<file path="src/rtl/opm_pkg.sv">
package opm_pkg;

  typedef enum logic [2:0] {
    OPM_RESET = 3'd0,
    OPM_RUN   = 3'd1,
    OPM_DEBUG = 3'd2,
    OPM_WAIT  = 3'd3,
    OPM_STOP  = 3'd4
  } opm_mode_e;

  typedef struct packed {
    logic wdog_wait_off;
    logic wdog_stop_off;
    logic can_stop_off;
    logic pwm_off_dbg;
    logic pwm_off_wait;
  } opm_cfg_t;

  typedef struct packed {
    logic core;
    logic mem;
    logic wdog;
    logic can;
    logic periph;
    logic pwm_dis;
  } opm_gate_t;

  localparam opm_gate_t OPM_GATE_RESET = '{core: 1'b1, mem: 1'b1, wdog: 1'b1,
                                           can: 1'b1, periph: 1'b1, pwm_dis: 1'b1};

endpackage

</file>
<file path="src/rtl/opm_rst_seq.sv">
module opm_rst_seq #(
  parameter int RST_HOLD = 16,
  parameter int BOOT_W   = 2
) (
  input  logic              clk,
  input  logic              rstn,
  input  logic              rst_pin_n,
  input  logic              wdog_rst,
  input  logic              sw_rst,
  input  logic [BOOT_W-1:0] strap,
  output logic              rst_next,
  output logic              in_rst_q,
  output logic [BOOT_W-1:0] boot_q
);

  localparam int CNT_W = (RST_HOLD > 1) ? $clog2(RST_HOLD) : 1;
  localparam logic [CNT_W-1:0] CNT_LAST = CNT_W'(RST_HOLD - 1);

  logic             pin_rst;
  logic             src;
  logic [CNT_W-1:0] cnt_q, cnt_nxt;
  logic             cnt_en;
  logic             hard_q, hard_nxt;
  logic [BOOT_W-1:0] boot_nxt;
  logic             boot_en;

  assign pin_rst = ~rst_pin_n;
  assign src     = pin_rst | wdog_rst | sw_rst;

  always_comb begin
    rst_next = src | (in_rst_q & (cnt_q != CNT_LAST));
    cnt_en   = src | in_rst_q;
    cnt_nxt  = cnt_q;
    if (src) begin
      cnt_nxt = '0;
    end else if (in_rst_q) begin
      cnt_nxt = (cnt_q == CNT_LAST) ? '0 : cnt_q + CNT_W'(1);
    end
    hard_nxt = pin_rst | (rst_next & hard_q);
    boot_en  = hard_q & in_rst_q;
    boot_nxt = boot_en ? strap : boot_q;
  end

  always_ff @(posedge clk or negedge rstn) begin
    if (!rstn) begin
      in_rst_q <= 1'b1;
      cnt_q    <= '0;
      hard_q   <= 1'b1;
      boot_q   <= '0;
    end else begin
      in_rst_q <= rst_next;
      if (cnt_en)  cnt_q  <= cnt_nxt;
      hard_q   <= hard_nxt;
      if (boot_en) boot_q <= boot_nxt;
    end
  end


  src_sets_reset_chk: assert property (@(posedge clk) disable iff (!rstn)
    src |=> in_rst_q);


  rst_release_chk: assert property (@(posedge clk) disable iff (!rstn)
    $fell(in_rst_q) |-> ($past(cnt_q) == CNT_LAST && !$past(src)));


  boot_keep_chk: assert property (@(posedge clk) disable iff (!rstn)
    ((wdog_rst | sw_rst) && rst_pin_n && !hard_q) |=> (boot_q == $past(boot_q)));

endmodule

</file>
<file path="src/rtl/opm_mode_fsm.sv">
module opm_mode_fsm
  import opm_pkg::*;
(
  input  logic      clk,
  input  logic      rstn,
  input  logic      rst_next,
  input  logic      dbg_req,
  input  logic      wait_req,
  input  logic      stop_req,
  input  logic      irq_pending,
  input  logic      can_wake,
  output opm_mode_e mode_nxt,
  output opm_mode_e mode_q
);

  always_comb begin
    mode_nxt = mode_q;
    if (rst_next) begin
      mode_nxt = OPM_RESET;
    end else begin
      case (mode_q)
        OPM_RESET: mode_nxt = OPM_RUN;
        OPM_RUN: begin
          if (dbg_req)       mode_nxt = OPM_DEBUG;
          else if (stop_req) mode_nxt = OPM_STOP;
          else if (wait_req) mode_nxt = OPM_WAIT;
        end
        OPM_DEBUG: begin
          if (!dbg_req) mode_nxt = OPM_RUN;
        end
        OPM_WAIT: begin
          if (dbg_req)          mode_nxt = OPM_DEBUG;
          else if (irq_pending) mode_nxt = OPM_RUN;
        end
        OPM_STOP: begin
          if (can_wake | irq_pending) mode_nxt = OPM_RUN;
        end
        default: mode_nxt = OPM_RESET;
      endcase
    end
  end

  always_ff @(posedge clk or negedge rstn) begin
    if (!rstn) mode_q <= OPM_RESET;
    else       mode_q <= mode_nxt;
  end


  dbg_priority_chk: assert property (@(posedge clk) disable iff (!rstn)
    (mode_q == OPM_RUN && dbg_req && !rst_next) |=> (mode_q == OPM_DEBUG));


  stop_hold_chk: assert property (@(posedge clk) disable iff (!rstn)
    (mode_q == OPM_STOP && !can_wake && !irq_pending && !rst_next) |=> (mode_q == OPM_STOP));

endmodule

</file>
<file path="src/rtl/opm_gate_out.sv">
module opm_gate_out
  import opm_pkg::*;
(
  input  logic      clk,
  input  logic      rstn,
  input  opm_mode_e mode_nxt,
  input  opm_mode_e mode_q,
  input  opm_cfg_t  cfg,
  input  logic      rst_next,
  input  logic      pll_en_sw,
  output opm_gate_t gate_q,
  output logic      pll_en_q
);

  opm_gate_t gate_nxt;
  logic      pll_nxt;

  always_comb begin
    gate_nxt = OPM_GATE_RESET;
    case (mode_nxt)
      OPM_RUN: begin
        gate_nxt.pwm_dis = 1'b0;
      end
      OPM_DEBUG: begin
        gate_nxt.wdog    = 1'b0;
        gate_nxt.pwm_dis = cfg.pwm_off_dbg;
      end
      OPM_WAIT: begin
        gate_nxt.core    = 1'b0;
        gate_nxt.mem     = 1'b0;
        gate_nxt.wdog    = ~cfg.wdog_wait_off;
        gate_nxt.pwm_dis = cfg.pwm_off_wait;
      end
      OPM_STOP: begin
        gate_nxt.core    = 1'b0;
        gate_nxt.mem     = 1'b0;
        gate_nxt.periph  = 1'b0;
        gate_nxt.wdog    = ~cfg.wdog_stop_off;
        gate_nxt.can     = ~cfg.can_stop_off;
        gate_nxt.pwm_dis = 1'b1;
      end
      default: gate_nxt = OPM_GATE_RESET;
    endcase
    pll_nxt = rst_next | pll_en_sw;
  end

  always_ff @(posedge clk or negedge rstn) begin
    if (!rstn) begin
      gate_q   <= OPM_GATE_RESET;
      pll_en_q <= 1'b1;
    end else begin
      gate_q   <= gate_nxt;
      pll_en_q <= pll_nxt;
    end
  end


  run_all_on_chk: assert property (@(posedge clk) disable iff (!rstn)
    (mode_q == OPM_RUN) |-> (gate_q.core && gate_q.mem && gate_q.wdog &&
                             gate_q.can && gate_q.periph && !gate_q.pwm_dis));


  dbg_wdog_chk: assert property (@(posedge clk) disable iff (!rstn)
    (mode_q == OPM_DEBUG) |-> (!gate_q.wdog && gate_q.core));


  wait_gate_chk: assert property (@(posedge clk) disable iff (!rstn)
    (mode_q == OPM_WAIT) |-> (!gate_q.core && !gate_q.mem && gate_q.periph));


  stop_pll_chk: assert property (@(posedge clk) disable iff (!rstn)
    $rose(mode_q == OPM_STOP) |-> (pll_en_q == $past(pll_en_sw)));

endmodule

</file>
<file path="src/rtl/opmode_clkgate_ctrl.sv">
module opmode_clkgate_ctrl
  import opm_pkg::*;
#(
  parameter int RST_HOLD = 16,
  parameter int RST_SYNC = 2,
  parameter int BOOT_W   = 2
) (
  input  logic              clk,
  input  logic              por_n,
  input  logic              rst_pin_n,
  input  logic              wdog_rst,
  input  logic              sw_rst,
  input  logic [BOOT_W-1:0] boot_strap,
  input  logic              dbg_req,
  input  logic              wait_req,
  input  logic              stop_req,
  input  logic              irq_pending,
  input  logic              can_wake,
  input  logic              cfg_wdog_wait_off,
  input  logic              cfg_wdog_stop_off,
  input  logic              cfg_can_stop_off,
  input  logic              cfg_pwm_off_dbg,
  input  logic              cfg_pwm_off_wait,
  input  logic              pll_en_sw,
  output logic              periph_rst_n,
  output logic              core_ce,
  output logic              mem_ce,
  output logic              wdog_ce,
  output logic              can_ce,
  output logic              periph_ce,
  output logic              pwm_disable,
  output logic              pll_en,
  output logic [BOOT_W-1:0] boot_mode,
  output logic [2:0]        mode
);

  logic [RST_SYNC-1:0] por_sync_q;
  logic                rstn;
  logic                rst_next;
  logic                in_rst_q;
  opm_mode_e           mode_nxt, mode_q;
  opm_cfg_t            cfg;
  opm_gate_t           gate_q;

  always_ff @(posedge clk or negedge por_n) begin
    if (!por_n) por_sync_q <= '0;
    else        por_sync_q <= {por_sync_q[RST_SYNC-2:0], 1'b1};
  end
  assign rstn = por_sync_q[RST_SYNC-1];

  assign cfg = '{wdog_wait_off: cfg_wdog_wait_off, wdog_stop_off: cfg_wdog_stop_off,
                 can_stop_off: cfg_can_stop_off, pwm_off_dbg: cfg_pwm_off_dbg,
                 pwm_off_wait: cfg_pwm_off_wait};

  opm_rst_seq #(.RST_HOLD(RST_HOLD), .BOOT_W(BOOT_W)) i_rst_seq (
    .clk       (clk),
    .rstn      (rstn),
    .rst_pin_n (rst_pin_n),
    .wdog_rst  (wdog_rst),
    .sw_rst    (sw_rst),
    .strap     (boot_strap),
    .rst_next  (rst_next),
    .in_rst_q  (in_rst_q),
    .boot_q    (boot_mode)
  );

  opm_mode_fsm i_mode_fsm (
    .clk         (clk),
    .rstn        (rstn),
    .rst_next    (rst_next),
    .dbg_req     (dbg_req),
    .wait_req    (wait_req),
    .stop_req    (stop_req),
    .irq_pending (irq_pending),
    .can_wake    (can_wake),
    .mode_nxt    (mode_nxt),
    .mode_q      (mode_q)
  );

  opm_gate_out i_gate_out (
    .clk       (clk),
    .rstn      (rstn),
    .mode_nxt  (mode_nxt),
    .mode_q    (mode_q),
    .cfg       (cfg),
    .rst_next  (rst_next),
    .pll_en_sw (pll_en_sw),
    .gate_q    (gate_q),
    .pll_en_q  (pll_en)
  );

  assign periph_rst_n = ~in_rst_q;
  assign core_ce      = gate_q.core;
  assign mem_ce       = gate_q.mem;
  assign wdog_ce      = gate_q.wdog;
  assign can_ce       = gate_q.can;
  assign periph_ce    = gate_q.periph;
  assign pwm_disable  = gate_q.pwm_dis;
  assign mode         = mode_q;


  reset_mode_chk: assert property (@(posedge clk) disable iff (!rstn)
    !periph_rst_n |-> (mode_q == OPM_RESET));

endmodule

</file>
<file path="config.mk">
export PLATFORM = sky130hd
export DESIGN_NAME = opmode_clkgate_ctrl
export DESIGN_NICKNAME = d
export VERILOG_FILES = /design/src/rtl/opm_pkg.sv /design/src/rtl/opm_rst_seq.sv /design/src/rtl/opm_mode_fsm.sv /design/src/rtl/opm_gate_out.sv /design/src/rtl/opmode_clkgate_ctrl.sv
export SDC_FILE = /design/constraint.sdc
export NUM_CORES = 1
export LEC_CHECK = 0
export BUFFER_PORTS_ARGS = -buffer_cell sky130_fd_sc_hd__buf_4
export CAP_MARGIN = 10
export CORE_MARGIN = 5
export CORE_UTILIZATION = 45
export DETAILED_ROUTE_END_ITERATION = 8
export PLACE_DENSITY = 0.77
export SLEW_MARGIN = 30
export SYNTH_ARGS = -nofsm -noshare
export SYNTH_HDL_FRONTEND = slang
export SYNTH_SLANG_ARGS = --single-unit
</file>
<file path="constraint.sdc">
create_clock -name clk -period 1.23 [get_ports clk]
set_input_delay 0.246 -clock clk [delete_from_list [all_inputs] [get_ports clk]]
set_output_delay 0.246 -clock clk [all_outputs]
set_load 0.01 [all_outputs]
</file>
== Yosys cells after proc, flatten, opt, wreduce, memory -nomap -nowiden ==
Cells that the tools add are included.
Storage, ports and cells
  word-level logic and storage cells: 59
  flip-flop bits (word level): 20
  input bits: 18
  output and inout port bits: 13
Operators by class
  mux-type cells: 16
  reductions and logical operators: 4
  bitwise gates (word level): 15
  equality and inequality tests: 10
  add/subtract/negate cells: 1
Operator list (count)
  $mux 3: 8
  $pmux 3 s5: 1
  $eq 3x2->1 const B: 4
  $mux 4: 3
  $or 1x1->1: 7
  $eq 3x1->1 const B: 2
  $eq 3x3->1 const B: 2
  $pmux 1 s3: 2
  $not 1->1: 5
  $add 4x1->4 const B: 1
  $eq 4x4->1 const B: 1
  $mux 2: 2
  $ne 4x4->1 const B: 1
  $and 1x1->1: 3
  $logic_not 3->1: 1
  $reduce_and 2->1: 1
  $reduce_bool 2->1: 1
  $reduce_or 2->1: 1

== Longest topological paths before layout ==
Gate-level depths: netlist of the first run.
  depth in word-level cells: 8
  mapped depth: 6
  depth with buffers taken out: 5

== Cells and area by module ==
A second synthesis of the first run with hierarchy kept.
Unflattened totals
  cells, all modules: 71
  area, all modules: 812.0 µm²
By module, submodules not included
  opm_rst_seq: cells an instance 32, sequential area each 202.7 µm², area each 355.3 µm², instances 1
  opm_gate_out: cells an instance 19, sequential area each 157.7 µm², area each 236.5 µm², instances 1
  opm_mode_fsm: cells an instance 16, sequential area each 75.1 µm², area each 162.7 µm², instances 1
  opmode_clkgate_ctrl: cells an instance 4, sequential area each 50.0 µm², area each 57.6 µm², instances 1

== Worst setup path before layout of the first run ==
No wires, ideal clock.
  path type: register -> register
  start: register i_rst_seq.cnt_q[0]
  end: register i_gate_out.gate_q[0] (netlist name)
  arrival time: 1580 ps
  library setup time: 75 ps
  required time: 1155 ps
  period minus slack after synthesis: 1655 ps
  setup slack: -425 ps
  path buffers: 1
  stages on the path, launching flop included: 7
  path through: dfrtp_1 ha_1 nand3_1 a21o_1 buf_6 or4_1 mux2i_1
RTL lines
  start: declaration: RTL line opm_rst_seq.sv:21  | logic [CNT_W-1:0] cnt_q, cnt_nxt;
  start signal: assignment: RTL line opm_rst_seq.sv:52  | if (cnt_en) cnt_q <= cnt_nxt;

==> results of run 1 <==
==> synthesized netlist by cell type, types with 2 or more instances <==
cell type,instances,share of area [%]
dfrtp_1,11,34
dfstp_2,8,26
nand2_1,8,3.7
nor2_1,6,2.8
a21oi_1,4,2.5
mux2_2,3,4.2
nor3_1,3,1.8
inv_1,2,0.92
mux2i_1,2,2.5
nor2b_1,2,1.5
nor3b_1,2,1.8
or3_1,2,1.5
or4_1,2,1.8
==> final cells by class <==
type,instances,area share [%]
inverters,2,0.505
clock buffers,3,1.52
flip-flops and latches,19,32.7
well taps,25,2.10
repair buffers,60,34.0
clock inverters,1,0.337
multi-input cells,47,28.8
==> logic make-up after synthesis <==
logic type                 after synthesis  share of synthesized area [%]
xor gates and xnor gates                 1                           1.08
AOI/OAI and AO/OA                        9                           7.23
muxes                                    5                           6.62
buffers and inverters                    5                           3.69
other                                    1                          0.461
adders and majority gates                1                           1.54
and+or+nand+nor                         30                           19.7
DFF                                     19                           59.7
==> worst max-delay path: stages, from the launching register on <==
cell and delay (ns):
dfrtp_1 0.42, ha_4 0.17, nand3_4 0.08, a21o_4 0.23, or4_4 0.51, a22oi_2 0.14
==> sequential cells by signal, indices dropped and copies added (netlist names) <==
name,flops
i_gate_out.gate_q,5
i_rst_seq.cnt_q,4
i_mode_fsm.mode_q,3
i_rst_seq.boot_q,2
por_sync_q,2
i_gate_out.pll_en_q,1
i_rst_seq.hard_q,1
i_rst_seq.in_rst_q,1
==> report_power, final <==
group | leakage [nW] | switching [mW] | total [mW] | internal [mW]
Clock | 0.0177 | 0.202 | 0.323 | 0.121
Sequential | 0.226 | 0.00688 | 0.641 | 0.634
Combinational | 0.425 | 0.0422 | 0.106 | 0.0637
Total | 0.669 | 0.251 | 1.07 | 0.819
==> worst paths after layout <==
| path | start | to | slack [ns] | depth (start not counted) |
|---|---|---|---|---|
| setup / recovery | i_rst_seq.cnt_q[1] | i_gate_out.gate_q[3] | -0.39 | 5 |
| max in group asynchronous | por_sync_q[1] | i_rst_seq.hard_q | 0.64 | 1 |
| hold / removal | cfg_can_stop_off | i_gate_out.gate_q[2] | 0.06 | 2 |
| min in group asynchronous | por_sync_q[1] | i_mode_fsm.mode_q[0] | 0.08 | 0 |
| hold reg to reg | por_sync_q[1] | i_mode_fsm.mode_q[0] | 0.08 | 0 |
| setup reg to reg | i_rst_seq.cnt_q[1] | i_gate_out.gate_q[3] | -0.39 | 5 |
==> metal layers <==
metal  wire [um]  GRT usage [%]  vias to the layer above
met3          85           2.28                        6
met5           0              0                        -
met2        1500           33.5                       22
li1            -              -                      365
met4          57           7.66                        0
met1         949           19.7                      384
==> cell usage in the layout, fill, tap and decap left out, types with 2 or more instances in the layout <==
master,netlist,layout
nor2b_1,2,2
clkbuf_4,0,3
nand2_2,0,2
a21oi_2,0,2
mux2_2,3,3
buf_4,1,45
buf_6,1,14
nand2_1,8,5
dfstp_2,8,8
mux2i_1,2,2
a21oi_1,4,2
dfrtp_1,11,10
nor2_1,6,4
==> through the flow <==
step	instances	util, %
floorplan	71	-
global placement	138	67.3
detailed placement	138	67.3
CTS	152	79.3
global route	157	86.1
finish	157	86.1
==> what timing repair did <==
item                       in CTS  in global routing
setup endpoints to repair      15                 21
hold buffers                    1                  0
resized for setup              22                 22
pin swaps                       6                  8
buffers inserted               10                  7
hold endpoints to repair        2                  0
==> summary.md, run 1 <==
| Metric | Value |
|---|---|
| Status | `complete, but fails checks` |
| Failing checks | `negative setup slack` |
| Crit Path Max Fanout | `5` |
| DRC errors left | `0` |
| First-pass iteration count of the detailed router | `4` |
| CTS tree | `done` |
| Yosys reg bits | `19` |
| Final worst-path cycle share | `132%` |
| Critical path type | `flop to flop` |
| CP Data Arrival Time | `1.85 ns` |
| Routed vias | `777` |
| Grt ovf | `0` |
| Final worst slack | `-0.390 ns` |
| Max-cap violations | `0` |
| Synthesized Nets | `90` |
| Fillers | `93` |
| Initial drt markers | `9` |
| Initial core utilization | `47.1%` |
| Total power | `1.07 mW` |
| HPWL after DPL | `1490 um` |
| Primary FF master, synth | `dfrtp_1` |
| Final Critical Period | `1.62 ns` |
| Footprint of the multi-input gates | `428 sq um` |
| Final #Nets | `152` |
| Routed Antenna Nets | `0` |
| # port buffers | `30` |
| DP Worst Slack | `-0.543 ns` |
| Fraction of registers with async set or reset after synthesis | `100%` |
| Synth unique cells | `29` |
| GR Util All Layers | `17.8%` |
| Required time of the worst setup path | `1.46 ns` |
| Clk_lat worst skew | `0.30 ns` |
| Area added between synthesis and finish | `82.8%` |
| CP startpoint kind | `flop` |
| IO Pins | `31` |
| Final TNS setup | `-2.95 ns` |
| Die width | `52.5 um` |
| Share of layout cells above drive strength 1 | `74.2%` |
| Register area share after synthesis | `59.7%` |
| First-pass GRT wire length | `3640 um` |
| GPL Wtd Cong | `0.761` |
| Root buf cell | `clkbuf_4` |
| Cell row count | `15` |
| Clock Pin Slew Worst Setup and Hold Paths | `0.12 ns` |
| Placed instance area | `0.00116 sq mm` |
| H-tree levels | `1` |
| Final WL | `2600 um` |
| Post-synthesis average cell area | `11.5 sq um` |
| Cts bufs inserted | `3` |
| Max-slew violations | `0` |
| Via-per-instance ratio | `4.95` |
| Hold crit path type | `input port to flop` |
| Core Region | `0.00173 sq mm` |
| Worst VDD drop | `799 uV` |
| Endpoints failing setup | `18` |
| Leak Pwr | `0.669 nW` |
| Vias in the first global route | `866` |
| Final Hold Fails | `0` |
| Register area | `487 sq um` |
| Cell Area, Synth | `813 sq um` |
| Post-synth EDFFs | `0` |
| Largest net degree at the start of global routing | `13` |
| RSZ-0062 raised after global routing | `true` |
| Cell area after layout | `0.00149 sq mm` |
| Max clock buf depth | `2` |
| Ant. Diodes | `0` |
| WL/cell | `16.5 um` |
| Clock sink count | `19` |
| Fin Clk Skew | `0.00791 ns` |
| Synth warn | `0` |
| Die Height | `52.5 um` |
| Post-synthesis cell count | `71` |
| Nature of the critical path endpoint | `flop` |
| Hold slack | `0.0566 ns` |
| Die area | `0.00276 sq mm` |
| Max Freq | `617 MHz` |
| Power Density | `720 mW/mm^2` |
| Antenna violations before repair | `0` |
Note: power is estimated with default switching activity, not from simulation.
==> inputs of run 2 (changes only) <==
--- a/config.mk
+++ b/config.mk
@@ -10,6 +10,7 @@
 export CORE_MARGIN = 5
 export CORE_UTILIZATION = 45
 export DETAILED_ROUTE_END_ITERATION = 8
+export GPL_TIMING_DRIVEN = 0
 export PLACE_DENSITY = 0.77
 export SLEW_MARGIN = 30
 export SYNTH_ARGS = -nofsm -noshare
==> run 2 against run 1 <==
- the run still ends with negative setup slack left
- clock power shrank 3%
- largest power group unchanged
- highest routed layer is now met3
- register-to-register slack lost 0.03 ns
- die area did not move
- setup slack worse by 0.025 ns
==> summary.md, run 2 (synthesis results as in run 1) <==
| Metric | Value |
|---|---|
| Status | `complete, but fails checks` |
| Failing checks | `negative setup slack` |
| DP Worst Slack | `-0.610 ns (-0.0676 ns)` |
| Final worst-path cycle share | `134% (+2.1 points)` |
| H-tree levels | `1 (unchanged)` |
| Largest net degree at the start of global routing | `18 (+5)` |
| Clock Pin Slew Worst Setup and Hold Paths | `0.11 ns (about the same)` |
| Post-placement cell count | `126 (-8.7%)` |
| Combinational share of power | `7.8% (-2.1 points)` |
| Via-per-instance ratio | `5.04 (+1.7%)` |
| WL/cell | `14.9 um (-10%)` |
| Switching share of power | `22.1% (-1.4 points)` |
| Max clock buf depth | `2 (unchanged)` |
| Min-delay src | `cfg_can_stop_off` |
| Antenna violations before repair | `0 (unchanged)` |
| CTS tree | `done` |
| Total power | `1.04 mW (-2.6%)` |
| Initial core utilization | `47.1% (unchanged)` |
| Required time of the worst setup path | `1.45 ns (about the same)` |
| Endpoints failing setup | `15 (-3)` |
| Power Density | `791 mW/mm^2 (+9.9%)` |
| Final Critical Period | `1.65 ns (+0.0255 ns)` |
| Crit Path Max Fanout | `3 (-2)` |
| Max-cap violations | `0 (unchanged)` |
| Final #Nets | `136 (-11%)` |
| Ant. Diodes | `0 (unchanged)` |
| Non-Filler Instances | `141 (-10%)` |
| First-pass iteration count of the detailed router | `4 (unchanged)` |
| Critical path startpoint | `i_rst_seq.cnt_q[1]` |
| P_sw | `0.230 mW (-8.2%)` |
| Cell area after layout | `0.00132 sq mm (-11%)` |
| Area added between synthesis and finish | `62.0%` |
| Fillers | `122 (+31%)` |
| RSZ-0062 raised after global routing | `true` |
| Routed vias | `710 (-8.6%)` |
| Leading cell type in the layout, fill and taps excluded | `buf_4` |
| CP startpoint kind | `flop` |
| Clk_lat worst skew | `0.29 ns (about the same)` |
| Die area | `0.00276 sq mm (unchanged)` |
| Grt ovf | `0 (unchanged)` |
| Reg-to-Reg Start | `i_rst_seq.cnt_q[1]` |
| GR Util All Layers | `17.4% (-0.46 points)` |
| IO Pins | `31 (unchanged)` |
| # port buffers | `30 (unchanged)` |
| CP Data Arrival Time | `1.87 ns (+0.02 ns)` |
| Hold crit path type | `input port to flop` |
| Die Height | `52.5 um (unchanged)` |
| Largest register by flop count | `i_gate_out.gate_q` |
| DRC errors left | `0 (unchanged)` |
| Hold slack | `0.0561 ns (-0.000567 ns)` |
| Nature of the critical path endpoint | `flop` |
| Vias in the first global route | `742 (-14%)` |
| Die width | `52.5 um (unchanged)` |
| Routed Antenna Nets | `0 (unchanged)` |
| Cell-internal power | `0.812 mW (-0.83%)` |
| Clock sink count | `19 (unchanged)` |
| Max reg flops | `5 (unchanged)` |
| Final Hold Fails | `0 (unchanged)` |
| Cts bufs inserted | `3 (unchanged)` |
| Leak Pwr | `0.583 nW (-13%)` |
| Max Freq | `608 MHz (-1.5%)` |
| Worst-Margin Slew | `0.666 ns` |
| Final WL | `2100 um (-19%)` |
| Root buf cell | `clkbuf_4` |
| Core Region | `0.00173 sq mm (unchanged)` |
| Worst-case headroom to the max-slew limit | `55.6%` |
| Final worst slack | `-0.415 ns (-0.0255 ns)` |
| GPL Wtd Cong | `0.799 (+5.0%)` |
| Fin Clk Skew | `0.00335 ns (-0.00455 ns)` |
| Share of layout cells above drive strength 1 | `66.4% (-7.9 points)` |
| Final Util | `76.3% (-9.8 points)` |
| Cell row count | `15 (unchanged)` |
| Placed instance area | `0.00107 sq mm (-7.7%)` |
| Worst VDD drop | `898 uV (+12%)` |
| Regs by FF count | `i_gate_out.gate_q x5, i_rst_seq.cnt_q x4, i_mode_fsm.mode_q x3` |
| Clk pwr share | `30.1% (about the same)` |
| Most frequent cells in the layout | `buf_4 (30), buf_6 (13), dfrtp_1 (10), dfstp_2 (8), nand2_1 (6)` |
| HPWL after DPL | `1340 um (-10%)` |
| First-pass GRT wire length | `3430 um (-5.9%)` |
| Critical path type | `flop to flop` |
| Max-slew violations | `0 (unchanged)` |
| Initial drt markers | `16 (+7)` |
| Flop pwr share | `62.1% (+2.2 points)` |
| Final TNS setup | `-2.82 ns (+0.137 ns)` |
==> run 2: area by class of cell <==
class / count / area, sq um / area share, %
plain buffers: 1 / 11.3 / 0.855
clock buffers: 3 / 22.5 / 1.71
clock inverters: 1 / 7.51 / 0.570
inverters: 2 / 7.51 / 0.570
multi-input cells: 47 / 380 / 28.9
flip-flops and latches: 19 / 487 / 36.9
well taps: 25 / 31.3 / 2.37
repair buffers: 43 / 370 / 28.1
==> run 2: worst max-delay path, stage by stage (launching register included) <==
cell and delay [ns]:
dfrtp_1 0.37, ha_2 0.19, nand3_2 0.10, a21o_4 0.23, or4_1 0.54, a22oi_2 0.14
==> run 2: worst paths after layout <==
kind                                             end  slack (ns)  depth (start not counted)
worst max-delay path            i_gate_out.gate_q[3]       -0.42                          5
worst min-delay path            i_gate_out.gate_q[2]        0.06                          2
worst max register to register  i_gate_out.gate_q[3]       -0.42                          5
worst min register to register   i_rst_seq.boot_q[0]        0.28                          0
max in group asynchronous       i_mode_fsm.mode_q[2]        0.49                          0
min in group asynchronous              por_sync_q[1]        0.24                          2
==> run 2: power by group through the flow <==
stage	Combinational [mW]	Clock, mW	Sequential, mW
5_1_grt	0.0894	0.375	0.651
3_3_place_gp	0.0695	0	0.659
3_5_place_dp	0.0715	0	0.660
2_1_floorplan	0.0180	0	0.658
4_1_cts	0.0798	0.328	0.648
6_report	0.0817	0.313	0.647
==> run 2: timing repair <==
action	in CTS	in global routing
cloned	0	0
pin swaps	11	6
endpoints found under the setup margin	17	21
setup buffers	12	1
endpoints found under the hold margin	2	0
hold buffers	1	0
gates resized for setup	18	16
==> run 2: per-layer routing <==
layer  track usage, %  share of wire, %  wire [um]
met1             19.3                36        754
met2             32.9                59       1230
met3             5.98               5.0        105
met4             1.28                 0          0
met5                0                 0          0
==> inputs of run 3 (changes only) <==
--- a/config.mk
+++ b/config.mk
@@ -7,11 +7,11 @@
 export LEC_CHECK = 0
 export BUFFER_PORTS_ARGS = -buffer_cell sky130_fd_sc_hd__buf_4
 export CAP_MARGIN = 10
-export CORE_MARGIN = 5
+export CORE_MARGIN = 10
 export CORE_UTILIZATION = 45
 export DETAILED_ROUTE_END_ITERATION = 8
 export GPL_TIMING_DRIVEN = 0
-export PLACE_DENSITY = 0.77
+export PLACE_DENSITY = 0.79
 export SLEW_MARGIN = 30
 export SYNTH_ARGS = -nofsm -noshare
 export SYNTH_HDL_FRONTEND = slang
==> run 3 against run 2 <==
- the flow still finishes with violations (negative setup slack)
- routed wire length is 0.57% lower
- worst hold slack worse by 0.0013 ns
- register-to-register slack better by 0.04 ns
- sequential power hardly changed
- critical path depth stayed put
- clock-buffer cell count is 1 higher
- critical path type unchanged
- critical endpoint unchanged
- largest power group unchanged
==> summary.md, run 3 (synthesis results as in run 1) <==
| Metric | Value |
|---|---|
| First-pass iteration count of the detailed router | `4 (unchanged)` |
| Critical path type | `flop to flop` |
| Max reg flops | `5 (unchanged)` |
| Regs by FF count | `i_gate_out.gate_q x5, i_rst_seq.cnt_q x4, i_mode_fsm.mode_q x3` |
| Initial drt markers | `15 (-1)` |
| Clock Pin Slew Worst Setup and Hold Paths | `0.10 ns (about the same)` |
| Failing checks | `negative setup slack` |
| Crit Path Max Fanout | `4 (+1)` |
| CP startpoint kind | `flop` |
| Final Hold Fails | `0 (unchanged)` |
| DRC errors left | `0 (unchanged)` |
| Via-per-instance ratio | `4.91 (-2.4%)` |
| Final #Nets | `133 (-2.2%)` |
| GR Util All Layers | `10.8% (-6.6 points)` |
| # port buffers | `30 (unchanged)` |
| Final worst-path cycle share | `131% (-3.1 points)` |
| Area added between synthesis and finish | `54.5%` |
| Nature of the critical path endpoint | `flop` |
| Final Critical Period | `1.61 ns (-0.0382 ns)` |
| Final WL | `2080 um (-0.57%)` |
| First-pass GRT wire length | `3470 um (+1.2%)` |
| Vias in the first global route | `767 (+3.4%)` |
| Clock sink count | `19 (unchanged)` |
| Largest net degree at the start of global routing | `18 (unchanged)` |
| Routed vias | `678 (-4.5%)` |
| Core Region | `0.00173 sq mm (unchanged)` |
| Max-slew violations | `0 (unchanged)` |
| Leading cell type in the layout, fill and taps excluded | `buf_4` |
| Hold slack | `0.0548 ns (-0.00127 ns)` |
| Cts bufs inserted | `3 (unchanged)` |
| Share of layout cells above drive strength 1 | `61.9% (-4.4 points)` |
| Grt ovf | `0 (unchanged)` |
| Max clock buf depth | `2 (unchanged)` |
| Post-placement cell count | `126 (unchanged)` |
| Total power | `1.04 mW (-0.26%)` |
| Root buf cell | `clkbuf_4` |
| Ant. Diodes | `0 (unchanged)` |
| Required time of the worst setup path | `1.46 ns (about the same)` |
| Worst VDD drop | `632 uV (-30%)` |
| H-tree levels | `1 (unchanged)` |
| Endpoints failing setup | `13 (-2)` |
| Die width | `62.5 um (+19%)` |
| Placed instance area | `0.00107 sq mm (unchanged)` |
| Non-Filler Instances | `138 (-2.1%)` |
| CP Data Arrival Time | `1.83 ns (-0.04 ns)` |
| Power Density | `828 mW/mm^2 (+4.6%)` |
| Max Freq | `622 MHz (+2.4%)` |
| IO Pins | `31 (unchanged)` |
| Die area | `0.00391 sq mm (+42%)` |
| Leak Pwr | `0.561 nW (-3.7%)` |
| Hold crit path type | `input port to flop` |
| Largest register by flop count | `i_gate_out.gate_q` |
| Max-cap violations | `0 (unchanged)` |
| HPWL after DPL | `1520 um (+13%)` |
| RSZ-0062 raised after global routing | `true` |
| Routed Antenna Nets | `0 (unchanged)` |
| Cell row count | `15 (unchanged)` |
| Cell area after layout | `0.00126 sq mm (-4.7%)` |
| Worst-case headroom to the max-slew limit | `54.6% (-0.95 points)` |
| Most frequent cells in the layout | `buf_4 (32), dfrtp_1 (11), nand2_1 (8), buf_6 (8), dfstp_2 (8)` |
| Worst-Margin Slew | `0.681 ns (+0.0143 ns)` |
| Status | `complete, but fails checks` |
| Die Height | `62.5 um (+19%)` |
| Initial core utilization | `47.1% (unchanged)` |
| GPL Wtd Cong | `0.732 (-8.4%)` |
| Clk_lat worst skew | `0.30 ns (about the same)` |
| Final TNS setup | `-2.27 ns (+0.547 ns)` |
| Antenna violations before repair | `0 (unchanged)` |
| Final worst slack | `-0.377 ns (+0.0382 ns)` |
| Fin Clk Skew | `0.00513 ns (+0.00178 ns)` |
| WL/cell | `15.1 um (+1.6%)` |
| CTS tree | `done` |
==> run 3: metrics by stage <==
step	utilization [%]	setup WS, ns
5_1_grt	72.8	-0.439
6_report	72.8	-0.377
3_3_place_gp	62.1	-0.590
3_5_place_dp	62.1	-0.603
2_1_floorplan	-	-0.406
4_1_cts	71.7	-0.425
==> run 3: final timing paths <==
path                                          from              endpoint  slack (ns)  cells past startpoint
worst max register to register  i_rst_seq.cnt_q[1]  i_gate_out.gate_q[3]       -0.38                      5
min in group asynchronous                    por_n         por_sync_q[1]        0.26                      2
worst min-delay path              cfg_can_stop_off  i_gate_out.gate_q[2]        0.05                      2
max in group asynchronous            por_sync_q[1]   i_rst_seq.boot_q[1]        0.51                      0
worst min register to register       por_sync_q[1]    i_rst_seq.cnt_q[0]        0.29                      0
worst max-delay path            i_rst_seq.cnt_q[1]  i_gate_out.gate_q[3]       -0.38                      5
==> run 3: layout make-up <==
type	instances	area (sq um)
inverters	2	7.51
well taps	25	31.3
flip-flops and latches	19	485
multi-input cells	47	365
repair buffers	40	329
plain buffers	1	11.3
clock buffers	4	26.3
fillers	128	470
==> run 3: critical path: stages, from the launching register on <==
cell and delay [ns]:
dfrtp_1 0.37, ha_2 0.19, nand3_2 0.10, a21o_4 0.23
or4_4 0.50, a22oi_2 0.14
==> run 3: layer usage <==
layer  vias to the layer above  share of wire, %  track usage [%]
li1                        328                 -                -
met1                       324                39             11.1
met2                        24                50             18.8
met3                         2               9.1             5.73
met4                         0               1.2             2.51
met5                         -                 0                0
==> run 3: report_power, final <==
part / switching [mW] / internal, mW
clock network: 0.184 / 0.126
logic: 0.0274 / 0.0545
registers: 0.0137 / 0.634
==> run 3: repair_timing <==
action / CTS / global route
hold endpoints to repair: 2 / 0
pin swaps: 7 / 3
setup endpoints to repair: 16 / 18
gates resized for setup: 18 / 5
hold buffers: 1 / 0
buffers inserted: 9 / 0
